## src/rtl/oneshot_pkg.sv

```systemverilog
package oneshot_pkg;

  // Which qualified sources fired on the current clock edge
  typedef struct packed {
    logic fall_hit;
    logic rise_hit;
    logic clr_hit;
  } trig_src_t;

  function automatic logic src_any(trig_src_t s);
    return s.fall_hit | s.rise_hit | s.clr_hit;
  endfunction

  // Counter reload for a requested width; zero is promoted to one cycle
  function automatic logic [31:0] reload_of(logic [31:0] w);
    return (w == 32'd0) ? 32'd0 : w - 32'd1;
  endfunction

endpackage

```

## src/rtl/os_trig_qualify.sv

```systemverilog
module os_trig_qualify
  import oneshot_pkg::*;
(
  input  logic clk,
  input  logic rst,
  input  logic fall_in,
  input  logic rise_in,
  input  logic clr_n,
  output logic trig
);

  logic fall_q, rise_q, clr_q;
  trig_src_t src;

  // Previous-cycle copies; reset values chosen so no edge is seen after rst
  always_ff @(posedge clk) begin
    if (rst) begin
      fall_q <= 1'b0;
      rise_q <= 1'b1;
      clr_q  <= 1'b1;
    end else begin
      fall_q <= fall_in;
      rise_q <= rise_in;
      clr_q  <= clr_n;
    end
  end

  always_comb begin
    src.fall_hit = fall_q & ~fall_in & rise_in & clr_n;
    src.rise_hit = ~rise_q & rise_in & ~fall_in & clr_n;
    src.clr_hit  = ~clr_q & clr_n & ~fall_in & rise_in;
    trig         = src_any(src);
  end


  clr_blocks_chk: assert property (@(posedge clk) disable iff (rst)
    !clr_n |-> !trig);


  fall_high_blocks_chk: assert property (@(posedge clk) disable iff (rst)
    fall_in |-> !trig);


  rise_low_blocks_chk: assert property (@(posedge clk) disable iff (rst)
    !rise_in |-> !trig);

endmodule

```

## src/rtl/os_width_timer.sv

```systemverilog
module os_width_timer
  import oneshot_pkg::*;
#(
  parameter int CNT_W = 8
) (
  input  logic             clk,
  input  logic             rst,
  input  logic             clr_n,
  input  logic             trig,
  input  logic [CNT_W-1:0] width,
  output logic             q,
  output logic             qn
);

  logic [CNT_W-1:0] cnt;
  logic [CNT_W-1:0] load_val;
  logic [31:0]      load_wide;

  always_comb begin
    load_wide = reload_of(32'(width));
    load_val  = load_wide[CNT_W-1:0];
  end

  always_ff @(posedge clk) begin
    if (rst) begin
      cnt <= '0;
      q   <= 1'b0;
      qn  <= 1'b1;
    end else if (!clr_n) begin
      cnt <= '0;
      q   <= 1'b0;
      qn  <= 1'b1;
    end else if (trig) begin
      cnt <= load_val;
      q   <= 1'b1;
      qn  <= 1'b0;
    end else if (q) begin
      if (cnt == '0) begin
        q  <= 1'b0;
        qn <= 1'b1;
      end else begin
        cnt <= cnt - 1'b1;
      end
    end
  end


  clr_drop_chk: assert property (@(posedge clk) disable iff (rst)
    !clr_n |=> !q);


  trig_sets_q_chk: assert property (@(posedge clk) disable iff (rst)
    (trig && clr_n) |=> q);


  hold_during_count_chk: assert property (@(posedge clk) disable iff (rst)
    (q && cnt != '0 && clr_n) |=> q);


  zero_width_chk: assert property (@(posedge clk) disable iff (rst)
    (trig && clr_n && width == '0) |=> (cnt == '0));

endmodule

```

## src/rtl/oneshot_retrig.sv

```systemverilog
module oneshot_retrig #(
  parameter int CNT_W = 8
) (
  input  logic             clk,
  input  logic             rst,
  input  logic             fall_in,
  input  logic             rise_in,
  input  logic             clr_n,
  input  logic [CNT_W-1:0] width,
  output logic             pulse,
  output logic             pulse_n
);

  logic trig;

  os_trig_qualify u_qual (
    .clk     (clk),
    .rst     (rst),
    .fall_in (fall_in),
    .rise_in (rise_in),
    .clr_n   (clr_n),
    .trig    (trig)
  );

  os_width_timer #(.CNT_W(CNT_W)) u_timer (
    .clk   (clk),
    .rst   (rst),
    .clr_n (clr_n),
    .trig  (trig),
    .width (width),
    .q     (pulse),
    .qn    (pulse_n)
  );


  compl_out_chk: assert property (@(posedge clk) disable iff (rst)
    pulse != pulse_n);


  idle_after_rst_chk: assert property (@(posedge clk)
    rst |=> (!pulse && pulse_n));

endmodule

```

## config.mk

```make
export PLATFORM = sky130hd
export DESIGN_NAME = oneshot_retrig
export DESIGN_NICKNAME = d
export VERILOG_FILES = /design/src/rtl/oneshot_pkg.sv /design/src/rtl/os_trig_qualify.sv /design/src/rtl/os_width_timer.sv /design/src/rtl/oneshot_retrig.sv
export SDC_FILE = /design/constraint.sdc
export NUM_CORES = 1
export LEC_CHECK = 0
export BUFFER_PORTS_ARGS = -buffer_cell sky130_fd_sc_hd__clkbuf_2
export CAP_MARGIN = 10
export CORE_ASPECT_RATIO = 1.1
export CORE_MARGIN = 3
export CORE_UTILIZATION = 45
export CTS_BUF_LIST = sky130_fd_sc_hd__clkbuf_8
export CTS_CLUSTER_SIZE = 16
export DETAILED_ROUTE_END_ITERATION = 7
export HOLD_SLACK_MARGIN = 0.02
export PLACE_DENSITY = 0.63
export SYNTH_ARGS = -nofsm -noshare
export SYNTH_HDL_FRONTEND = slang
export SYNTH_SLANG_ARGS = --single-unit
export TNS_END_PERCENT = 5
```

## constraint.sdc

```tcl
create_clock -name clk -period 3.3 [get_ports clk]
set_input_delay 0.165 -clock clk [delete_from_list [all_inputs] [get_ports clk]]
set_output_delay 0.165 -clock clk [all_outputs]
set_load 0.1 [all_outputs]
```

==> metrics.txt <==
Primary FF master, synth=dfxtp_1; CTS H-tree lvls=1; worst slew pin tran=about 660 ps; worst vdd ir=between 0.2 and 0.25 mV; kind of end point of the critical path=flip-flop; Avg Inst Size Synth=approximately 9 um^2; Pwr Total=roughly 0.35 mW; Wirelength per Cell=around 14 um; post-synth top area share=30.36%; Worst EP required=roughly 3400 ps; clock skew=~1.2 ps; max layer used=met4; pwr/cell area=between 300 and 400 nW/um^2; Synthesis Warnings=0; Clock Latency Late Sink=230 ps; cts hold-fix bufs=0; clock network fraction of total power=around 38%; Syn Inst Count=95; post-cts repair resize count=0; Routed WL=around 1800 um; Logic pwr share=between 10% and 20%; Slew Viols, Final=0; drt pass-1 iters=4; Max-cap violations=0; Hold Path Stages=2; Synth area leaders=dfxtp_1 30%, ha_1 5.8%, a211oi_1 5.3%; cell area after synthesis=between 800 and 900 um^2; Max Clk Rate=0.5352 GHz; final setup fails=0; final net count=between 100 and 150; CTS Root Cell=clkbuf_8; Post-synth top cells=13 x dfxtp_1, 8 x nor2_1, 7 x nand2_1, 6 x a211oi_1, 6 x a21oi_1; worst r2r src=u_timer.cnt[0]$_SDFFE_PP0P_; switch share=a little under a quarter; Max Buffers Root-to-Sink=2; Endpoint, Worst Hold=u_qual.fall_q$_SDFF_PP0_; outcome=completed; clk sinks=13; DIE WIDTH=approximately 48 um; Hold Startpoint=rst; leakage power=about 0.37 nW; final instance area=~1000 um^2; global-route wire length before repair=2960 um; final critical-path share of the clock period=approximately 57%; Storage cell area=260.3 um^2; Min-Delay Path Class=in2reg; Synth cell types=38; FF-to-FF path depth=6; Starting Density=51.31%; startpoint types=flip-flop; end of the worst register-to-register path=u_timer.cnt[4]$_SDFFE_PP0P_; post-synth top area cell=dfxtp_1; Max-slew headroom=between 50% and 60%; ANT cells=0; Worst EP arrival=2010 ps; # DRC=0; Worst-path clk slew=50 ps; GPL Wtd Cong=between 0.7 and 0.8; Final ANT Viol Nets=0; sequential share of the synthesized area=a little under a third; Core ar.=approximately 1700 um^2; DR iter-0 viols=2; IO Pins=15; Critical Path Fanout Max=7; grt total ovfl=0; TritonCTS clock tree=yes; total CTS buffers=3; Post-Place Cell Area=around 940 um^2; Setup Fix Bufs, Post-CTS=0; setup TNS=0 ps; Total GRT Usage=~17%; DR WL met2=823 um; share of layout cells above drive strength 1=between 20% and 30%; Setup CP Type=reg2reg; die area=2465 um^2; Metal-1 WL=roughly 880 um; internal power=0.2638 mW; flop2flop setup slack=approximately 1400 ps; Hold Vio Cnt, Final=0; flops & latches, synth=13; Area Overhead vs Synth=15.47%; syn nets=roughly 110; metal3 WL=55 um; EDFF count, synth=0; DR vias/cell=5.667; top-count cell post-synth=dfxtp_1; antenna violations before repair=0; DIE HEIGHT=51.77 um; RSZ-0062 raised after global routing=false; number of global-route vias before repair=just over 700; ys async rst share=0%; NetSw=0.08293 mW; Final min period=approximately 1900 ps; # rows=15; Reg power frac=between 40% and 50%; multi-input logic area=slightly below 600 um^2; largest net degree at the start of global routing=11; Detail Placement HPWL=roughly 1500 um; DR vias=roughly 730; I/O Buffers=14; filler instances=~150
[cells by family after synthesis]
| kind of cell | count (synthesis) | synth area share, % |
|---|---|---|
| AOI/OAI and AO/OA | 23 | 21.02 |
| xor gates and xnor gates | 3 | 3.066 |
| adders and majority gates | 4 | 5.840 |
| buffers and inverters | 5 | 2.189 |
| DFF | 13 | 30.37 |
| muxes | 4 | 4.672 |
| and+or+nand+nor | 43 | 32.85 |
[power groups by stage]
stage                     combinational [mW]  sequential [mW]  clock [mW]
after floorplan                       0.0291            0.170           0
after global placement                0.0499            0.167           0
after detailed placement              0.0506            0.167           0
after CTS                             0.0509            0.164       0.137
after global routing                  0.0561            0.165       0.146
final                                 0.0505            0.164       0.132
[metrics by stage]
| step | utilization, % | hold slack (ps) | worst slack (ps) | instances |
|---|---|---|---|---|
| floorplan | - | 236.6 | 996.6 | 95 |
| global placement | 56.55 | 379.3 | 1534 | 125 |
| detailed placement | 56.55 | 385.0 | 1472 | 125 |
| CTS | 59.25 | 134.5 | 1453 | 129 |
| global route | 59.25 | 148.3 | 1355 | 129 |
| finish | 59.25 | 140.7 | 1431 | 129 |
[layout by cell type, fill, tap and decap left out, drive strengths merged, types with 2 or more instances in the layout]
cell    instances
a211oi          7
inv             5
or2             2
a21oi           6
o22ai           2
nand2b          2
nor4            3
dfxtp          13
clkbuf         17
xnor2           2
nand2           7
nor2b           2
mux2i           4
nor2            8
nor4b           2
nand3b          4
o21ai           3
nor3            4
ha              4
[flip-flops by register name, indices dropped and copies added (netlist names)]
name           flops
u_timer.cnt        8
u_qual.fall_q      1
u_qual.clr_q       1
u_timer.q          1
u_qual.rise_q      1
u_timer.qn         1
[worst max path at each step]
stage | from | end | slack, ps | cells past startpoint
after floorplan | u_timer.q$_SDFF_PP0_ | u_timer.cnt[5]$_SDFFE_PP0P_ | 1000 | 4
after global placement | u_timer.cnt[0]$_SDFFE_PP0P_ | u_timer.cnt[4]$_SDFFE_PP0P_ | 1530 | 6
after detailed placement | u_timer.cnt[0]$_SDFFE_PP0P_ | u_timer.cnt[4]$_SDFFE_PP0P_ | 1470 | 6
after CTS | u_timer.cnt[0]$_SDFFE_PP0P_ | u_timer.cnt[4]$_SDFFE_PP0P_ | 1450 | 6
after global routing | u_timer.cnt[0]$_SDFFE_PP0P_ | u_timer.cnt[4]$_SDFFE_PP0P_ | 1350 | 6
final | u_timer.cnt[0]$_SDFFE_PP0P_ | u_timer.cnt[4]$_SDFFE_PP0P_ | 1430 | 6
[critical path: stages, from the launching register on]
cell and delay, ps:
dfxtp_1 390, inv_1 90, ha_1 200, nor3b_4 180
and2_1 190, or4_1 470, a311oi_1 260
[per-layer routing]
layer | vias up | global-route usage (%)
li1 | 392 | -
met1 | 322 | 20.93
met5 | - | 0
met2 | 13 | 27.68
met3 | 4 | 3.114
met4 | 0 | 8.072
[area by class of cell]
class	count	share of cell area [%]
Multi-Input combinational cell	77	58.41
Sequential cell	13	26.30
Timing Repair Buffer	14	7.080
Clock buffer	3	4.172
Tap cell	17	2.149
Inverter	4	1.517
Clock inverter	1	0.3793
(Power assumes the default switching activity.)
